`src/rtl/i2c_bus_recover.sv`:
```
module i2c_bus_recover #(
  parameter int POLL_TRIES  = 10,
  parameter int POLL_US     = 500,
  parameter int PULSE_TRIES = 10,
  parameter int HALF_US     = 100,
  parameter int HOLD_US     = 1000
) (
  input  logic clk,
  input  logic rst_n,
  input  logic us_tick,
  input  logic start_i,
  input  logic xfer_pending_i,
  input  logic scl_i,
  input  logic sda_i,
  output logic scl_oe_o,
  output logic sda_oe_o,
  output logic soft_rst_o,
  output logic stat_clr_o,
  output logic busy_o,
  output logic done_o
);

  localparam int MAX_A  = (POLL_US > HALF_US) ? POLL_US : HALF_US;
  localparam int MAX_US = (MAX_A > HOLD_US) ? MAX_A : HOLD_US;
  localparam int TW     = $clog2(MAX_US + 1);
  localparam int PW     = $clog2(POLL_TRIES + 1);
  localparam int CW     = $clog2(PULSE_TRIES + 1);

  typedef enum logic [3:0] {
    S_IDLE, S_CLR, S_POLL, S_SENSE, S_LOW, S_HIGH,
    S_START, S_STOP, S_SETTLE, S_DONE
  } state_t;

  state_t        state;
  logic [TW-1:0] tmr;
  logic [PW-1:0] poll_n;
  logic [CW-1:0] pulse_n;
  logic          pend_q;
  logic [1:0]    scl_q, sda_q;

  wire expire   = us_tick && (tmr == TW'(1));
  wire lines_hi = scl_q[1] && sda_q[1];

  always_ff @(posedge clk or negedge rst_n) begin
    if (!rst_n) begin
      scl_q <= 2'b11;
      sda_q <= 2'b11;
    end else begin
      scl_q <= {scl_q[0], scl_i};
      sda_q <= {sda_q[0], sda_i};
    end
  end

  always_ff @(posedge clk or negedge rst_n) begin
    if (!rst_n) begin
      state   <= S_IDLE;
      tmr     <= '0;
      poll_n  <= '0;
      pulse_n <= '0;
      pend_q  <= 1'b0;
    end else begin
      if (us_tick && tmr != '0) tmr <= tmr - TW'(1);
      case (state)
        S_IDLE: if (start_i) state <= S_CLR;
        S_CLR: begin
          state  <= S_POLL;
          tmr    <= TW'(POLL_US);
          poll_n <= PW'(1);
          pend_q <= xfer_pending_i;
        end
        S_POLL: if (expire) begin
          if (!pend_q || poll_n == PW'(POLL_TRIES)) begin
            state   <= S_SENSE;
            pulse_n <= '0;
          end else begin
            poll_n <= poll_n + PW'(1);
            pend_q <= xfer_pending_i;
            tmr    <= TW'(POLL_US);
          end
        end
        S_SENSE: begin
          if (lines_hi || pulse_n == CW'(PULSE_TRIES)) begin
            state <= S_START;
            tmr   <= TW'(HOLD_US);
          end else begin
            state <= S_LOW;
            tmr   <= TW'(HALF_US);
          end
        end
        S_LOW: if (expire) begin
          state <= S_HIGH;
          tmr   <= TW'(HALF_US);
        end
        S_HIGH: if (expire) begin
          state   <= S_SENSE;
          pulse_n <= pulse_n + CW'(1);
        end
        S_START: if (expire) begin
          state <= S_STOP;
          tmr   <= TW'(HOLD_US);
        end
        S_STOP: if (expire) begin
          state <= S_SETTLE;
          tmr   <= TW'(HOLD_US);
        end
        S_SETTLE: if (expire) state <= S_DONE;
        S_DONE:   state <= S_IDLE;
        default:  state <= S_IDLE;
      endcase
    end
  end

  assign scl_oe_o   = (state == S_LOW);
  assign sda_oe_o   = (state == S_START);
  assign soft_rst_o = state inside {S_SENSE, S_LOW, S_HIGH, S_START, S_STOP};
  assign stat_clr_o = (state == S_CLR);
  assign busy_o     = (state != S_IDLE) && (state != S_DONE);
  assign done_o     = (state == S_DONE);


  start_ack_chk: assert property (@(posedge clk) disable iff (!rst_n)
    (start_i && !busy_o && !done_o) |=> stat_clr_o);


  clr_single_chk: assert property (@(posedge clk) disable iff (!rst_n)
    stat_clr_o |=> !stat_clr_o && busy_o);


  poll_hold_chk: assert property (@(posedge clk) disable iff (!rst_n)
    (state == S_POLL && !us_tick) |=> state == S_POLL);


  rst_release_chk: assert property (@(posedge clk) disable iff (!rst_n)
    $fell(soft_rst_o) |-> busy_o && !scl_oe_o && !sda_oe_o);


  pulse_cause_chk: assert property (@(posedge clk) disable iff (!rst_n)
    $rose(scl_oe_o) |-> $past(!(scl_q[1] && sda_q[1])));


  pulse_bound_chk: assert property (@(posedge clk) disable iff (!rst_n)
    pulse_n <= CW'(PULSE_TRIES));


  start_cause_chk: assert property (@(posedge clk) disable iff (!rst_n)
    $rose(sda_oe_o) |-> $past(scl_q[1] && sda_q[1]) || $past(pulse_n) == CW'(PULSE_TRIES));


  done_single_chk: assert property (@(posedge clk) disable iff (!rst_n)
    done_o |=> !done_o && !busy_o);


  low_hold_chk: assert property (@(posedge clk) disable iff (!rst_n)
    (scl_oe_o && !us_tick) |=> scl_oe_o);

endmodule

```
`config.mk`:
```
export PLATFORM = sky130hd
export DESIGN_NAME = i2c_bus_recover
export DESIGN_NICKNAME = d
export VERILOG_FILES = /design/src/rtl/i2c_bus_recover.sv
export SDC_FILE = /design/constraint.sdc
export NUM_CORES = 1
export LEC_CHECK = 0
export BUFFER_PORTS_ARGS = -buffer_cell sky130_fd_sc_hd__buf_2
export CORE_MARGIN = 5
export CORE_UTILIZATION = 50
export CTS_BUF_LIST = sky130_fd_sc_hd__clkbuf_4 sky130_fd_sc_hd__clkbuf_8
export CTS_CLUSTER_DIAMETER = 120
export DETAILED_ROUTE_END_ITERATION = 10
export PLACE_DENSITY = 0.68
export SKIP_CTS_REPAIR_TIMING = 1
export SLEW_MARGIN = 30
export SYNTH_ARGS = -nofsm -noshare
export SYNTH_HDL_FRONTEND = slang
export SYNTH_SLANG_ARGS = --single-unit
```
`constraint.sdc`:
```
create_clock -name clk -period 2 [get_ports clk]
set_clock_uncertainty 0.1 [all_clocks]
set_input_delay 0.2 -clock clk [delete_from_list [all_inputs] [get_ports clk]]
set_output_delay 0.2 -clock clk [all_outputs]
set_load 0.01 [all_outputs]
```
# Yosys cells after proc, flatten, opt, wreduce, memory -nomap -nowiden
# Cells that the tools add are included.
# totals
wordCells	76
output_inout_bits	6
in_bits	7
ff_bits	27
# classes
eq_ne	22
n_reduce_logical	17
muxes	27
add_sub_neg	3
# op_table
op	count
$mux 10	6
$mux 4	13
$pmux 10 s5	1
$pmux 4 s9	1
$eq 4x3->1 const B	4
$eq 4x4->1 const B	4
$pmux 4 s2	2
$ne 2x2->1 const B	7
$eq 10x1->1 const B	1
$reduce_bool 10->1	1
$sub 10x1->10 const B	1
$add 4x1->4 const B	2
$eq 4x2->1 const B	2
$reduce_and 8->1	1
$reduce_bool 5->1	1
$eq 4x1->1 const B	1
$logic_and 1x1->1	4
$logic_not 4->1	1
$ne 2x1->1 const B	2
$ne 4x4->1 const B	1
$reduce_and 4->1	1
$reduce_bool 2->1	2
$reduce_bool 4->1	1
$reduce_and 3->1	1
other kinds (6)	8

# Logic depth before layout (Yosys ltp)
# Gate-level depths: netlist (run 1).
# logic_depth
word_depth	6
ltp_mapped	7

# Least setup slack after synthesis (run 1)
# Ideal clock, no wire load.
# synth_path
kind	flip-flop to flip-flop
from	register tmr[4]
to	register pend_q
synth_period_minus_slack_ps	1854
setup_time_ps	125
n_path_buf	0
arrival_ps	1629
setup_slack_ps	146
stages_incl_launch_ff	6
required_ps	1775
cell_sequence	dfrtp_1 -> nor4_4 -> nand4_4 -> nor2_2 -> nor2_2 -> mux2_4
# synth_between
elab_chain_len	4
# synth_rtl
element	line_no	rtl
from (decl)	35	logic [TW-1:0] tmr;
from (signal assigned)	62	if (us_tick && tmr != '0) tmr <= tmr - TW'(1);
from (signal assigned)	67	tmr <= TW'(POLL_US);
from (signal assigned)	78	tmr <= TW'(POLL_US);
$eq 10x1->1	41	wire expire = us_tick && (tmr == TW'(1));
$logic_and 1x1->1	41	
$ne 2x2->1 (no source line)	--	
$reduce_and 3->1 (no source line)	--	
to (signal assigned)	69	pend_q <= xfer_pending_i;
to (signal assigned)	77	pend_q <= xfer_pending_i;
to (decl)	38	logic pend_q;
# No other way between the ends.
# A chain may end at the register's enable or synchronous reset.

# Worst setup path in the final report (run 1)
# layout_path
from	register tmr[6]
to	register tmr[9]
# layout_between
elab_chain_len	6
# layout_rtl
element	line_no	rtl
branches (longest 5 deep; another with $sub 10x1->10)	--	
$pmux 10 s5 *	63	case (state)
# Mark *: on every way between the ends.

==> impl_results.rst, run 1 <==
.. list-table::
   :header-rows: 1

   * - Metric
     - Value
   * - Most common cell after layout, fill and taps aside
     - dfrtp_1
   * - Residual DRC
     - 0
   * - Flip-flop and latch count after synthesis
     - 27
   * - Shortest clock period the worst path allows after layout
     - 1930 ps
   * - Unique masters post-synth
     - 52
   * - Die Outline Area
     - 4630 sq um
   * - Largest family of logic cells by synthesized area
     - simple AND/OR/NAND/NOR gates
   * - Post-Synthesis Mean Instance Area
     - 9.45 sq um
   * - Reg2Reg Depth
     - 6
   * - Pleak
     - 0.843 nW
   * - Slowest cell on the critical path
     - dfrtp_2
   * - Filler Cell Count
     - 292
   * - Fraction of synthesized cell area in xor and xnor cells
     - 0.0468
   * - Worst-case vdd ir drop
     - 497 uV
   * - Final max-slew violation count
     - 0
   * - Internal Power
     - 1.19 mW
   * - Htree depth
     - 1
   * - Cell types occupying the most area after synthesis
     - dfrtp_1, dfstp_2, ha_1
   * - Max_cap viols
     - 0
   * - Instance count along the most critical hold path
     - 4
   * - Top flip-flop cell by instance count after synthesis
     - dfrtp_1
   * - Area leader, netlist
     - dfrtp_1
   * - Arrival time worst endpoint
     - 2090 ps
   * - Number of antenna repair diodes
     - 0
   * - Overall overflow remaining after global route
     - 0
   * - Layout cell share with drive strength beyond 1
     - 0.267
   * - Required time of the critical path
     - 2170 ps
   * - Antenna-violating nets left
     - 0
   * - Start point of the worst min-delay path
     - us_tick
   * - Final wirelength
     - 3640 um
   * - Slew @ Worst Pin
     - 612 ps
   * - # setup viols final
     - 0
   * - Placed instance count
     - 243
   * - Overall Global Routing Usage
     - 0.172
   * - Gate power share
     - 0.444
   * - Number of global-route vias before repair
     - 1397
   * - Total non-filler cell area in the finished layout
     - 1970 sq um
   * - Number of flops mapped to enable cells by yosys
     - 0
   * - Number of clock sinks seen by CTS
     - 27
   * - Number of antenna violations at the first check in global routing
     - 0
   * - Port Buffers
     - 12
   * - Area occupied by registers
     - 683 sq um
   * - NetSw
     - 0.871 mW
   * - Register clock-pin slew on the reported worst setup and hold paths
     - 160 ps
   * - Crit path largest cell delay
     - 470 ps
   * - Result of the run
     - finished, final reports clean
   * - Register area share after synthesis
     - 0.404
   * - End-of-flow core utilization
     - 0.600
   * - Mean routed wirelength per cell
     - 14.4 um
   * - Clock network power share
     - 0.123
   * - Wire length of the first global-routing pass
     - 6140 um
   * - Post-route clock period utilization
     - 0.963
   * - FFs w/ async S/R, synth
     - 1.00
   * - Ports placed on the boundary
     - 13
   * - Hpwl dp
     - 2740 um
   * - Cell count after synthesis
     - 178
   * - Share of synthesized cell area in full adder, half adder and majority cells
     - 0.0520
   * - Warning count from the yosys run
     - 0
   * - Die X
     - 68.0 um
   * - Peak Freq
     - 519 MHz
   * - Path type of the worst min-delay path
     - primary input to flip-flop
   * - Nets
     - 221
   * - Post-synthesis compound-gate area fraction
     - 0.172
   * - DIE HEIGHT
     - 68.0 um
   * - Sequential share of power
     - 0.433
   * - Fin cells
     - 252
   * - Critical-path maximum fanout
     - 6
   * - GP Congestion
     - 0.849
   * - Count of TritonRoute iterations in the first routing pass
     - 4
   * - Row cnt
     - 21
   * - Power per cell area
     - 1050 nW/um^2
   * - DR vias/cell
     - 5.49
   * - Share of cell area taken by muxes after synthesis
     - 0.0208
   * - Post-synth top area share
     - 0.342
   * - Maximum number of pins on one net before global-route repair
     - 28
   * - Clock root cell
     - clkbuf_4
   * - Iteration-0 DRC count of the detailed router
     - 103
   * - Reg2reg start
     - tmr[6]$_DFF_PN0_
   * - Total nets after synthesis
     - 192
   * - Instance area after placement
     - 1870 sq um
   * - Sum of negative setup slack
     - 0 ps
   * - Cell Chain, Critical Path
     - nor4_4 > buf_4 > and4_4 > a41o_1 > a31oi_1 > a21boi_1
   * - Net Sw Frac
     - 0.422
   * - Layout Area Growth over Synthesis
     - 17.2%
   * - Overall via count from detail_route
     - 1383
   * - Initial core utilization
     - 0.512
   * - Headroom to the max-slew limit
     - 0.592
   * - Capturing element type of the critical path
     - flip-flop
   * - Maximum root-to-sink buffer count
     - 2
   * - Core region area
     - 3280 sq um
   * - TritonCTS clock tree
     - yes
   * - Critical path class
     - flip-flop to flip-flop
   * - Count of endpoints failing hold in the final timing report
     - 0
   * - Type of element launching the critical path
     - flip-flop
   * - Mapped Area
     - 1680 sq um
   * - Num CTS Buffers
     - 3
   * - Unrepaired setup endpoints after global routing
     - true
   * - Commonest non-fill, non-tap cells in the layout
     - dfrtp_1, nor2_1, nand2_1
   * - Post-synthesis simple-gate area fraction
     - 0.270
   * - Clock latency of the later-clocked register in the worst-skew pair
     - 330 ps
   * - Area of combinational cells with multiple inputs
     - 970 sq um
   * - Origin of the worst setup path
     - tmr[6]$_DFF_PN0_
[state kept, by name, summed over array words and instances (netlist names)]
name,flops
state,4
pulse_n,4
poll_n,4
tmr,10
scl_q,2
sda_q,2
pend_q,1
[power by group through the flow]
stage / Clock, mW / Combinational [mW] / Sequential, mW
after global placement: 0 / 0.845 / 0.888
final: 0.254 / 0.915 / 0.893
after detailed placement: 0 / 0.869 / 0.893
after floorplan: 0 / 0.626 / 0.853
after CTS: 0.256 / 0.875 / 0.886
after global routing: 0.278 / 1.02 / 0.918
[worst paths after layout]
kind,endpoint,slack (ps)
min in group asynchronous,state[1]$_DFFE_PN0P_,290
max,tmr[9]$_DFF_PN0_,70
max reg2reg,tmr[9]$_DFF_PN0_,70
min reg2reg,sda_q[1]$_DFF_PN1_,270
max in group asynchronous,tmr[6]$_DFF_PN0_,1090
min,tmr[2]$_DFF_PN0_,190
[routing by layer]
layer / wire length, um / vias up / global-route usage
met5: 0 / - / 0
met3: 128 / 6 / 0.0263
met2: 1810 / 24 / 0.298
met1: 1660 / 662 / 0.219
met4: 38 / 0 / 0.0521
li1: - / 691 / -
[cell families (layout without fill, tap and decap cells)]
logic type / Yosys count / count (layout)
buffers and inverters: 13 / 41
multiplexers: 3 / 3
flip-flops: 27 / 27
XOR/XNOR: 9 / 9
adder cells (fa/ha/maj): 7 / 7
AND/OR/NAND/NOR: 76 / 76
AO/OA/AOI/OAI: 43 / 43
[worst max-delay path: cells and delay by family, from the launching register on]
kind,cells,cell delay (ps)
AOI/OAI and AO/OA,3,470
and+or+nand+nor,2,620
DFF,1,470
buffers and inverters,1,210
[stage by stage]
step | hold WS [ps] | total power [mW] | setup WS, ps
final | 186 | 2.06 | 74.7
after global routing | 207 | 2.22 | -56.9
after CTS | -228 | 2.02 | -11.9
after detailed placement | 145 | 1.76 | 48.9
after global placement | 135 | 1.73 | 134
after floorplan | -196 | 1.48 | 146
[cell usage after synthesis (4+ instances only)]
cell type,instances
dfrtp_1,23
nor2_1,17
nand2_1,15
o21ai_0,14
a21oi_1,8
ha_1,7
inv_1,7
nor3_1,7
xnor2_1,6
nand4_1,5
dfstp_2,4
nand2b_1,4
nand3b_1,4
o31ai_1,4
[layout make-up]
class	count	share of cell area
tap	46	0.0292
sequential	27	0.346
clock buffer	3	0.0114
timing repair buffer	30	0.104
inverter	7	0.0133
clock inverter	1	0.00381
multi-input combinational	138	0.492
Note: power is estimated with default switching activity, not from simulation.
==> run 2, diff against run 1 <==
==> constraint.sdc (replaced) <==
create_clock -name clk -period 2.1 [get_ports clk]
set_clock_uncertainty 0.1 [all_clocks]
set_input_delay 0.21 -clock clk [delete_from_list [all_inputs] [get_ports clk]]
set_output_delay 0.21 -clock clk [all_outputs]
set_load 0.01 [all_outputs]
==> run 2 against run 1 <==
Effect of this change:
- via count is essentially flat
- setup slack gained 45 ps
- flip-flop and latch count is the same
- total power shrank 6.8%
- cell count shrank 1.2%
- critical path type unchanged
- worst hold slack gained 5.1 ps
- combinational power shrank 10%
- sequential power shrank 4.4%
- core utilization shrank 1.4 points
==> impl_results.rst, run 2 (synthesis results as in run 1) <==
.. list-table::
   :header-rows: 1

   * - Metric
     - Value
   * - Final wirelength
     - 3570 um
   * - Met3 Usage GRT
     - 0.0378
   * - Arrival time worst endpoint
     - 2130 ps
   * - Register clock-pin slew on the reported worst setup and hold paths
     - 160 ps
   * - Global routing met1 resource utilization
     - 0.242
   * - Wire length of the first global-routing pass
     - 6330 um
   * - Port Buffers
     - 12
   * - Initial core utilization
     - 0.512
   * - Critical-path maximum fanout
     - 7
   * - Gate power share
     - 0.428
   * - Sum of negative setup slack
     - 0 ps
   * - Peak Freq
     - 505 MHz
   * - Iteration-0 DRC count of the detailed router
     - 158
   * - Area of combinational cells with multiple inputs
     - 946 sq um
   * - Most used routing layer
     - met2
   * - Shortest clock period the worst path allows after layout
     - 1980 ps
   * - Headroom to the max-slew limit
     - 0.602
   * - Clock root cell
     - clkbuf_4
   * - Result of the run
     - finished, final reports clean
   * - Hpwl dp
     - 2730 um
   * - Count of endpoints failing hold in the final timing report
     - 0
   * - Most common cell after layout, fill and taps aside
     - dfrtp_1
   * - Area occupied by registers
     - 682 sq um
   * - Overall overflow remaining after global route
     - 0
   * - Nets
     - 218
   * - Clock latency of the later-clocked register in the worst-skew pair
     - 330 ps
   * - Max_cap viols
     - 0
   * - DR vias/cell
     - 5.56
   * - Register name with the most flops
     - tmr
   * - Number of global-route vias before repair
     - 1371
   * - Required time of the critical path
     - 2250 ps
   * - Post-route clock period utilization
     - 0.943
   * - Maximum number of pins on one net before global-route repair
     - 28
   * - Net Sw Frac
     - 0.424
   * - Slew @ Worst Pin
     - 597 ps
   * - Internal Power
     - 1.11 mW
   * - Flip-flop count of the largest register, all copies and words added
     - 10
   * - Final max-slew violation count
     - 0
   * - Unrepaired setup endpoints after global routing
     - false
   * - Antenna-violating nets left
     - 0
   * - NetSw
     - 0.814 mW
   * - Critical path class
     - flip-flop to flip-flop
   * - GP Congestion
     - 0.909
   * - Die Outline Area
     - 4630 sq um
   * - Count of TritonRoute iterations in the first routing pass
     - 4
   * - Number of clock sinks seen by CTS
     - 27
   * - Worst-case setup slack after placement
     - 138 ps
   * - Ports placed on the boundary
     - 13
   * - Power per cell area
     - 998 nW/um^2
   * - Overall via count from detail_route
     - 1384
   * - Filler Cell Count
     - 285
   * - Residual DRC
     - 0
   * - TritonCTS clock tree
     - yes
   * - Number of antenna repair diodes
     - 0
   * - Num CTS Buffers
     - 3
   * - Final worst slack
     - 120 ps
   * - Row cnt
     - 21
   * - DIE HEIGHT
     - 68.0 um
   * - Capturing element type of the critical path
     - flip-flop
   * - Path type of the worst min-delay path
     - primary input to flip-flop
   * - Layout cell share with drive strength beyond 1
     - 0.232
   * - Type of element launching the critical path
     - flip-flop
   * - Maximum root-to-sink buffer count
     - 2
   * - Pleak
     - 0.829 nW
   * - Worst-case vdd ir drop
     - 442 uV
   * - Die X
     - 68.0 um
   * - Commonest non-fill, non-tap cells in the layout
     - dfrtp_1, nor2_1, nand2_1
   * - # setup viols final
     - 0
   * - Core region area
     - 3280 sq um
   * - Sequential share of power
     - 0.444
   * - Number of antenna violations at the first check in global routing
     - 0
   * - Layout Area Growth over Synthesis
     - 14.3%
   * - GR Util met2
     - 0.288
   * - Htree depth
     - 1
   * - Mean routed wirelength per cell
     - 14.4 um
   * - Overall Global Routing Usage
     - 0.182
   * - Clock network power share
     - 0.127
-- run 2: per-layer routing --
layer / up-vias / wire length [um] / part of all wire
met2: 30 / 1710 / 0.48
li1: 690 / - / -
met3: 6 / 143 / 0.040
met1: 658 / 1640 / 0.46
met5: - / 0 / 0
met4: 0 / 72 / 0.020
-- run 2: cell type report --
type / count / share of cell area
timing repair buffer: 27 / 0.0949
clock inverter: 1 / 0.00390
inverter: 7 / 0.0137
sequential: 27 / 0.354
multi-input combinational: 138 / 0.492
clock buffer: 3 / 0.0117
tap: 46 / 0.0299
-- run 2: power by group through the flow --
| stage | logic, mW | registers, mW | clock network [mW] |
|---|---|---|---|
| finish | 0.823 | 0.854 | 0.245 |
| global route | 0.939 | 0.872 | 0.272 |
| CTS | 0.821 | 0.846 | 0.249 |
| detailed placement | 0.818 | 0.858 | 0 |
| global placement | 0.788 | 0.846 | 0 |
| floorplan | 0.597 | 0.813 | 0 |
-- run 2: worst paths after layout --
check / startpoint / to / slack, ps / cells after the start
max in group asynchronous: rst_n / pulse_n[0]$_DFFE_PN0P_ / 1190 / 2
min reg2reg: scl_q[0]$_DFF_PN1_ / scl_q[1]$_DFF_PN1_ / 270 / 0
min: us_tick / tmr[1]$_DFF_PN0_ / 190 / 3
max: tmr[4]$_DFF_PN0_ / tmr[4]$_DFF_PN0_ / 120 / 6
max reg2reg: tmr[4]$_DFF_PN0_ / tmr[4]$_DFF_PN0_ / 120 / 6
min in group asynchronous: rst_n / pulse_n[3]$_DFFE_PN0P_ / 290 / 2
-- run 2: critical path: stages, from the launching register on --
cell     delay, ps
dfrtp_1        480
nor4_4         370
buf_4          200
nand3_2        130
and3_1         220
xnor2_1        130
o31ai_1        250
-- run 2: stage by stage --
step	instance area [sq um]	total power [mW]	hold slack (ps)	utilization	std cells
final	1920	1.92	192	0.586	249
after global routing	1920	2.08	213	0.586	249
after CTS	1870	1.92	-232	0.571	244
after detailed placement	1840	1.68	152	0.562	240
after global placement	1840	1.63	145	0.562	240
after floorplan	1680	1.41	-186	-	178
